<file path="config.mk">
export PLATFORM = sky130hd
export DESIGN_NAME = hb_interval_monitor
export DESIGN_NICKNAME = d
export VERILOG_FILES = /design/src/rtl/hbm_pkg.sv /design/src/rtl/hbm_cfg_regs.sv /design/src/rtl/hbm_interval_check.sv /design/src/rtl/hbm_lost_timer.sv /design/src/rtl/hbm_fault_latch.sv /design/src/rtl/hb_interval_monitor.sv
export SDC_FILE = /design/constraint.sdc
export NUM_CORES = 1
export LEC_CHECK = 0
export BUFFER_PORTS_ARGS = -buffer_cell sky130_fd_sc_hd__buf_2
export CORE_MARGIN = 2
export CORE_UTILIZATION = 45
export DETAILED_ROUTE_END_ITERATION = 10
export GPL_ROUTABILITY_DRIVEN = 0
export PLACE_DENSITY_LB_ADDON = 0.1
export SKIP_CTS_REPAIR_TIMING = 1
export SYNTH_ARGS = -nofsm -noshare
export SYNTH_HDL_FRONTEND = slang
export SYNTH_SLANG_ARGS = --single-unit
</file>
<file path="constraint.sdc">
create_clock -name clk -period 4.2 [get_ports clk]
set_input_delay 0.42 -clock clk [delete_from_list [all_inputs] [get_ports clk]]
set_output_delay 0.42 -clock clk [all_outputs]
set_load 0.01 [all_outputs]
</file>
<file path="src/rtl/hbm_pkg.sv">
// Package: shared selectors and fault indices for the heartbeat monitor.
// Assumes: cfg_sel values are fixed by the configuration port contract.
package hbm_pkg;
    typedef enum logic [1:0] {
        SEL_MIN  = 2'd0,
        SEL_MAX  = 2'd1,
        SEL_LOST = 2'd2,
        SEL_NONE = 2'd3
    } cfg_sel_e;

    localparam int FLT_MISS  = 0;
    localparam int FLT_EARLY = 1;
    localparam int FLT_LOST  = 2;
    localparam int NUM_FLT   = 3;
endpackage

</file>
<file path="src/rtl/hbm_cfg_regs.sv">
// Module: holds the lower limit, upper limit and timer reload value.
// Assumes: writes are accepted only while the monitor is disabled.
module hbm_cfg_regs
    import hbm_pkg::*;
#(
    parameter int CNT_W    = 16,
    parameter int MIN_RST  = 20,
    parameter int MAX_RST  = 30,
    parameter int LOST_RST = 40
) (
    input  logic             clk,
    input  logic             rst_n,
    input  logic             enable,
    input  logic             cfg_wr,
    input  logic [1:0]       cfg_sel,
    input  logic [CNT_W-1:0] cfg_wdata,
    output logic [CNT_W-1:0] min_q,
    output logic [CNT_W-1:0] max_q,
    output logic [CNT_W-1:0] lost_q
);
    logic wr_ok;
    assign wr_ok = cfg_wr && !enable;

    // Gated register writes with parameter defaults on reset.
    always_ff @(posedge clk) begin
        if (!rst_n) begin
            min_q  <= CNT_W'(MIN_RST);
            max_q  <= CNT_W'(MAX_RST);
            lost_q <= CNT_W'(LOST_RST);
        end else if (wr_ok) begin
            case (cfg_sel_e'(cfg_sel))
                SEL_MIN:  min_q  <= cfg_wdata;
                SEL_MAX:  max_q  <= cfg_wdata;
                SEL_LOST: lost_q <= cfg_wdata;
                default:  ;
            endcase
        end
    end

    // configuration is frozen while enabled
    a_r9_frozen_cfg: assert property (@(posedge clk) disable iff (!rst_n)
        enable |=> ($stable(min_q) && $stable(max_q) && $stable(lost_q)));
endmodule

</file>
<file path="src/rtl/hbm_interval_check.sv">
// Module: counts cycles between heartbeats and flags short or long gaps.
// Assumes: upper limit >= 1; limits do not change while enabled.
module hbm_interval_check #(
    parameter int CNT_W = 16
) (
    input  logic             clk,
    input  logic             rst_n,
    input  logic             enable,
    input  logic             hb_pulse,
    input  logic [CNT_W-1:0] min_q,
    input  logic [CNT_W-1:0] max_q,
    output logic             det_miss,
    output logic             det_early
);
    logic             run_q;
    logic [CNT_W-1:0] elapsed_q;

    // Interval counter: restarts on a pulse, stops on a missing heartbeat.
    always_ff @(posedge clk) begin
        if (!rst_n) begin
            run_q     <= 1'b0;
            elapsed_q <= '0;
        end else if (!enable) begin
            run_q     <= 1'b0;
            elapsed_q <= '0;
        end else if (hb_pulse) begin
            run_q     <= 1'b1;
            elapsed_q <= CNT_W'(1);
        end else if (run_q) begin
            if (elapsed_q == max_q) begin
                run_q     <= 1'b0;
                elapsed_q <= '0;
            end else begin
                elapsed_q <= elapsed_q + CNT_W'(1);
            end
        end
    end

    // Detection terms evaluated in the cycle a pulse arrives or the gap expires.
    always_comb begin
        det_early = enable && hb_pulse && run_q && (elapsed_q < min_q);
        det_miss  = enable && !hb_pulse && run_q && (elapsed_q == max_q);
    end

    // running count never passes the upper limit
    a_r2_elapsed_bound: assert property (@(posedge clk) disable iff (!rst_n)
        (run_q && max_q != '0) |-> (elapsed_q <= max_q));
endmodule

</file>
<file path="src/rtl/hbm_lost_timer.sv">
// Module: reloadable countdown that signals expiry on reaching zero.
// Assumes: a reload value of zero keeps the timer idle.
module hbm_lost_timer #(
    parameter int CNT_W = 16
) (
    input  logic             clk,
    input  logic             rst_n,
    input  logic             enable,
    input  logic             hb_pulse,
    input  logic [CNT_W-1:0] lost_q,
    output logic             det_lost
);
    logic [CNT_W-1:0] cnt_q;

    // Countdown: reload when disabled or on a pulse, else step toward zero.
    always_ff @(posedge clk) begin
        if (!rst_n) begin
            cnt_q <= '0;
        end else if (!enable || hb_pulse) begin
            cnt_q <= lost_q;
        end else if (cnt_q != '0) begin
            cnt_q <= cnt_q - CNT_W'(1);
        end
    end

    // Expiry on the step from one to zero.
    assign det_lost = enable && !hb_pulse && (cnt_q == CNT_W'(1));

    // each heartbeat reloads the timer
    a_r6_reload: assert property (@(posedge clk) disable iff (!rst_n)
        (enable && hb_pulse) |=> (cnt_q == $past(lost_q)));
    // timer steps down by one per idle enabled cycle
    a_r6_decrement: assert property (@(posedge clk) disable iff (!rst_n)
        (enable && !hb_pulse && cnt_q != '0) |=> (cnt_q == $past(cnt_q) - CNT_W'(1)));
endmodule

</file>
<file path="src/rtl/hbm_fault_latch.sv">
// Module: sticky fault flags with first-detection event pulses.
// Assumes: a detection in the clearing cycle keeps the flag set.
module hbm_fault_latch #(
    parameter int N = 3
) (
    input  logic         clk,
    input  logic         rst_n,
    input  logic         clr,
    input  logic [N-1:0] det,
    output logic [N-1:0] flag,
    output logic [N-1:0] evt
);
    for (genvar i = 0; i < N; i++) begin : g_flt
        // Per-fault latch and rising-edge event.
        always_ff @(posedge clk) begin
            if (!rst_n) begin
                flag[i] <= 1'b0;
                evt[i]  <= 1'b0;
            end else begin
                flag[i] <= det[i] || (flag[i] && !clr);
                evt[i]  <= det[i] && !flag[i];
            end
        end

        // flag holds until cleared
        a_r7_sticky: assert property (@(posedge clk) disable iff (!rst_n)
            (flag[i] && !clr) |=> flag[i]);
        // event only accompanies a set flag
        a_r7_evt_flag: assert property (@(posedge clk) disable iff (!rst_n)
            evt[i] |-> flag[i]);
        // event lasts a single cycle
        a_r7_evt_once: assert property (@(posedge clk) disable iff (!rst_n)
            evt[i] |=> !evt[i]);
    end
endmodule

</file>
<file path="src/rtl/hb_interval_monitor.sv">
// Module: top of the heartbeat interval fault monitor.
// Assumes: hb_pulse is one cycle wide and synchronous to clk.
module hb_interval_monitor
    import hbm_pkg::*;
#(
    parameter int CNT_W    = 16,
    parameter int MIN_RST  = 20,
    parameter int MAX_RST  = 30,
    parameter int LOST_RST = 40
) (
    input  logic             clk,
    input  logic             rst_n,
    input  logic             enable,
    input  logic             hb_pulse,
    input  logic             cfg_wr,
    input  logic [1:0]       cfg_sel,
    input  logic [CNT_W-1:0] cfg_wdata,
    input  logic             fault_clear,
    output logic             flag_missing,
    output logic             flag_early,
    output logic             flag_lost,
    output logic             evt_missing,
    output logic             evt_early,
    output logic             evt_lost,
    output logic             isolate_req
);
    logic [CNT_W-1:0]   min_q, max_q, lost_q;
    logic [NUM_FLT-1:0] det, flag, evt;

    hbm_cfg_regs #(
        .CNT_W(CNT_W), .MIN_RST(MIN_RST), .MAX_RST(MAX_RST), .LOST_RST(LOST_RST)
    ) u_cfg (
        .clk(clk), .rst_n(rst_n), .enable(enable), .cfg_wr(cfg_wr),
        .cfg_sel(cfg_sel), .cfg_wdata(cfg_wdata),
        .min_q(min_q), .max_q(max_q), .lost_q(lost_q)
    );

    hbm_interval_check #(.CNT_W(CNT_W)) u_ivl (
        .clk(clk), .rst_n(rst_n), .enable(enable), .hb_pulse(hb_pulse),
        .min_q(min_q), .max_q(max_q),
        .det_miss(det[FLT_MISS]), .det_early(det[FLT_EARLY])
    );

    hbm_lost_timer #(.CNT_W(CNT_W)) u_lost (
        .clk(clk), .rst_n(rst_n), .enable(enable), .hb_pulse(hb_pulse),
        .lost_q(lost_q), .det_lost(det[FLT_LOST])
    );

    hbm_fault_latch #(.N(NUM_FLT)) u_latch (
        .clk(clk), .rst_n(rst_n), .clr(fault_clear),
        .det(det), .flag(flag), .evt(evt)
    );

    // Output mapping and isolation request.
    always_comb begin
        flag_missing = flag[FLT_MISS];
        flag_early   = flag[FLT_EARLY];
        flag_lost    = flag[FLT_LOST];
        evt_missing  = evt[FLT_MISS];
        evt_early    = evt[FLT_EARLY];
        evt_lost     = evt[FLT_LOST];
        isolate_req  = |flag;
    end

    // a new isolation request always comes with a first-detection event
    a_r8_req_with_evt: assert property (@(posedge clk) disable iff (!rst_n)
        $rose(isolate_req) |-> (|evt));
endmodule

</file>
==> out/qor.csv <==
metric,value,unit
CTS root buf,sky130_fd_sc_hd__clkbuf_8,
Synth Instances,513,
crit end category,register,
actual transition at the worst max-transition pin,1.186,ns
met2 Resource Use GR,31.96,%
net count after synthesis,556,
"Design Area, Final",4516,µm²
total of fill cells in the finished design,890,
area enclosed by the die boundary,9949,µm²
number of synthesized flops with an enable pin,0,
cell area power density,356.3,nW/µm²
number of hold violations in the final report,0,
Final Max Slew Viols,0,
standby leakage power,0.001715,µW
layout cell share with drive strength beyond 1,10.41,%
Post-synth ARST share,0,%
Yosys warnings,0,
number of global-route vias before repair,3336,
RSZ-0062 raised after global routing,no,
worst flop-to-flop path startpoint,u_ivl.elapsed_q[5],
vias per inst,5.531,
area grow syn2layout,9.463,%
number of input and output port buffers inserted,30,
startpoint of the lowest-slack hold path,cfg_wdata[3],
cell count of the worst hold path,3,
Longest Clk Path Bufs,2,
number of nets with antenna violations after routing,0,
wire length of the first global-routing pass,16680,µm
number of clock buffers inserted by TritonCTS,9,
num rows,34,
"Clk Latency, worst-skew pair",0.35,ns
type of the setup path with the least slack,reg -> reg,
largest vdd supply drop,0.1528,mV
area of the multi-input gates,2196,µm²
met1 demand-to-capacity share in global routing,31.43,%
initial drt markers,147,
initial antenna violation count,0,
remaining global-route overflow,0,
FF-to-FF setup slack,1.87,ns
"Seq/Total Area, Yosys",42.22,%
critical path required time,4.40,ns
total number of clock tree sinks,87,
Post-DP Area,4324,µm²
total routed wirelength,10060,µm
logic depth of the worst register-to-register path,5,
post-synth design cell area,4125,µm²
global routing usage summed across all routing layers,21.43,%
flip-flop cell with the highest count after synthesis,sky130_fd_sc_hd__dfxtp_1,
worst max-slew margin expressed relative to the limit,20.51,%
number of diodes,0,
crit share post-route,55.53,%
number of primary I/O pins,31,
r2r endpoint,u_ivl.elapsed_q[8],
residual DRC count,0,
Min-Delay Path Class,in -> reg,
sequential standard cell area,1742,µm²
count of vias placed by the detailed router,3573,
most crowded layer after global routing,met2,
DR pass1 iterations,4,
Global Route met3 Usage,3.092,%
run status,completed,
final critical delay including setup and external delays,2.332,ns
number of H-tree levels,3,
highest attainable clock frequency,0.4288,GHz
TritonCTS clock tree,done,
Avg WL per Cell,15.58,µm
Crit path arrival time,2.54,ns
syn_area_per_cell,8.041,µm²
Clock Skews,0.01411,ns
largest fanout of any net on the critical path,12,
horizontal die dimension,99.75,µm
Unique masters post-synth,45,
Die Y,99.75,µm
placeable core area,8806,µm²
terminating pin of the worst hold path,u_cfg.max_q[3],
nature of the critical path startpoint,register,
effective utilization at floorplan,46.85,%
pin count of the biggest net entering global routing,48,
number of nets in the finished design,576,
reported max-cap violation count,0,
clock-pin slew of the registers on the worst-case setup and hold paths,0.08,ns
#FFs+latches synth,87,
post-detailed-placement half-perimeter wirelength,7455,µm
count of endpoints failing setup in the final report,0,
Setup TNS Final,0,ns
## worst max path at each step
stage,end,startpoint,cells after the start
floorplan,u_lost.cnt_q[11],u_lost.cnt_q[0],7
global placement,u_ivl.elapsed_q[10],u_ivl.elapsed_q[5],5
detailed placement,u_ivl.elapsed_q[8],u_ivl.elapsed_q[5],5
CTS,u_ivl.elapsed_q[5],u_ivl.elapsed_q[5],5
global route,u_ivl.elapsed_q[14],u_ivl.elapsed_q[5],5
finish,u_ivl.elapsed_q[8],u_ivl.elapsed_q[5],5
## per-layer routing
layer  part of all wire [%]  vias to the layer above
li1                       -                     1780
met1                     50                     1677
met2                     42                      100
met3                    5.8                       16
met4                    1.7                        0
met5                      0                        -
## critical path, stage by stage, from the launching register on
cell and delay [ns]:
sky130_fd_sc_hd__dfxtp_1 0.50, sky130_fd_sc_hd__xor2_1 0.13, sky130_fd_sc_hd__nor4_1 0.35, sky130_fd_sc_hd__nand4_1 0.31, sky130_fd_sc_hd__o21bai_1 0.80, sky130_fd_sc_hd__nor2_1 0.11
## cells in the mapped netlist (2+ instances only)
master | n | area share (%)
sky130_fd_sc_hd__a211oi_1 | 3 | 0.55
sky130_fd_sc_hd__a21oi_1 | 58 | 7.0
sky130_fd_sc_hd__a2bb2oi_1 | 2 | 0.42
sky130_fd_sc_hd__and4_1 | 2 | 0.42
sky130_fd_sc_hd__buf_6 | 2 | 0.55
sky130_fd_sc_hd__clkbuf_1 | 20 | 1.8
sky130_fd_sc_hd__dfxtp_1 | 87 | 42
sky130_fd_sc_hd__ha_1 | 19 | 5.8
sky130_fd_sc_hd__inv_1 | 23 | 2.1
sky130_fd_sc_hd__mux2i_1 | 4 | 0.97
sky130_fd_sc_hd__nand2_1 | 115 | 10
sky130_fd_sc_hd__nand2b_1 | 3 | 0.46
sky130_fd_sc_hd__nand3_1 | 18 | 2.2
sky130_fd_sc_hd__nand3b_1 | 3 | 0.55
sky130_fd_sc_hd__nand4_1 | 9 | 1.4
sky130_fd_sc_hd__nor2_1 | 37 | 3.4
sky130_fd_sc_hd__nor2b_1 | 4 | 0.61
sky130_fd_sc_hd__nor3_1 | 11 | 1.3
sky130_fd_sc_hd__nor4_1 | 12 | 1.8
sky130_fd_sc_hd__nor4_2 | 2 | 0.61
sky130_fd_sc_hd__o211ai_1 | 2 | 0.36
sky130_fd_sc_hd__o21ai_0 | 13 | 1.6
sky130_fd_sc_hd__o41a_1 | 2 | 0.55
sky130_fd_sc_hd__or2_2 | 2 | 0.30
sky130_fd_sc_hd__or3_1 | 4 | 0.61
sky130_fd_sc_hd__or4_1 | 3 | 0.55
sky130_fd_sc_hd__xnor2_1 | 13 | 2.8
sky130_fd_sc_hd__xor2_1 | 23 | 4.9
## through the flow
step           cells  hold slack (ns)  util, %  power, µW  worst slack (ns)
2_1_floorplan    513           0.4321        -       1002             2.231
3_3_place_gp     630           0.4415    49.10       1051             1.947
3_5_place_dp     630           0.4437    49.10       1054             1.829
4_1_cts          646           0.3217    51.28       1622             1.847
5_1_grt          646           0.3280    51.28       1681             1.574
6_report         646           0.3270    51.28       1609             1.868
## placed cells by master, fill, tap and decap left out, types with 9 or more instances in the layout
| cell | count |
|---|---|
| sky130_fd_sc_hd__clkbuf_8 | 10 |
| sky130_fd_sc_hd__xnor2_1 | 13 |
| sky130_fd_sc_hd__ha_1 | 19 |
| sky130_fd_sc_hd__a21oi_1 | 58 |
| sky130_fd_sc_hd__nor2_1 | 37 |
| sky130_fd_sc_hd__xor2_1 | 23 |
| sky130_fd_sc_hd__nor4_1 | 12 |
| sky130_fd_sc_hd__inv_1 | 23 |
| sky130_fd_sc_hd__o21ai_0 | 13 |
| sky130_fd_sc_hd__dfxtp_1 | 87 |
| sky130_fd_sc_hd__buf_2 | 30 |
| sky130_fd_sc_hd__nand3_1 | 18 |
| sky130_fd_sc_hd__nand4_1 | 9 |
| sky130_fd_sc_hd__nor3_1 | 10 |
| sky130_fd_sc_hd__nand2_1 | 115 |
## power by group
part | switching, µW | leakage (µW) | internal (µW) | total (µW)
Clock | 282 | 0.0000936 | 291 | 573
Sequential | 19.4 | 0.000706 | 845 | 864
Combinational | 106 | 0.000916 | 65.6 | 172
Total | 407 | 0.00171 | 1200 | 1610
## state kept, by name, summed over array words and instances, names as in the netlist
register and count:
u_cfg.lost_q 16, u_cfg.max_q 16, u_cfg.min_q 16, u_ivl.elapsed_q 16
u_ivl.run_q 1, u_latch.evt 3, u_latch.flag 3, u_lost.cnt_q 16
## area by class of cell
cell class | count | share of cell area (%)
clock buffers | 13 | 3.297
clock inverters | 3 | 0.9421
well taps | 108 | 2.993
flip-flops and latches | 87 | 38.57
repair buffers | 32 | 3.658
inverters | 23 | 1.912
multi-input cells | 380 | 48.63
## cell families after synthesis
| logic type | synth area share, % |
|---|---|
| AND/OR/NAND/NOR | 26.57 |
| AO/OA/AOI/OAI | 12.04 |
| flip-flops | 42.22 |
| buffers and inverters | 4.792 |
| XOR/XNOR | 7.643 |
| adder cells (fa/ha/maj) | 5.763 |
| multiplexers | 0.9706 |
Power figures use the tool's default switching activity.
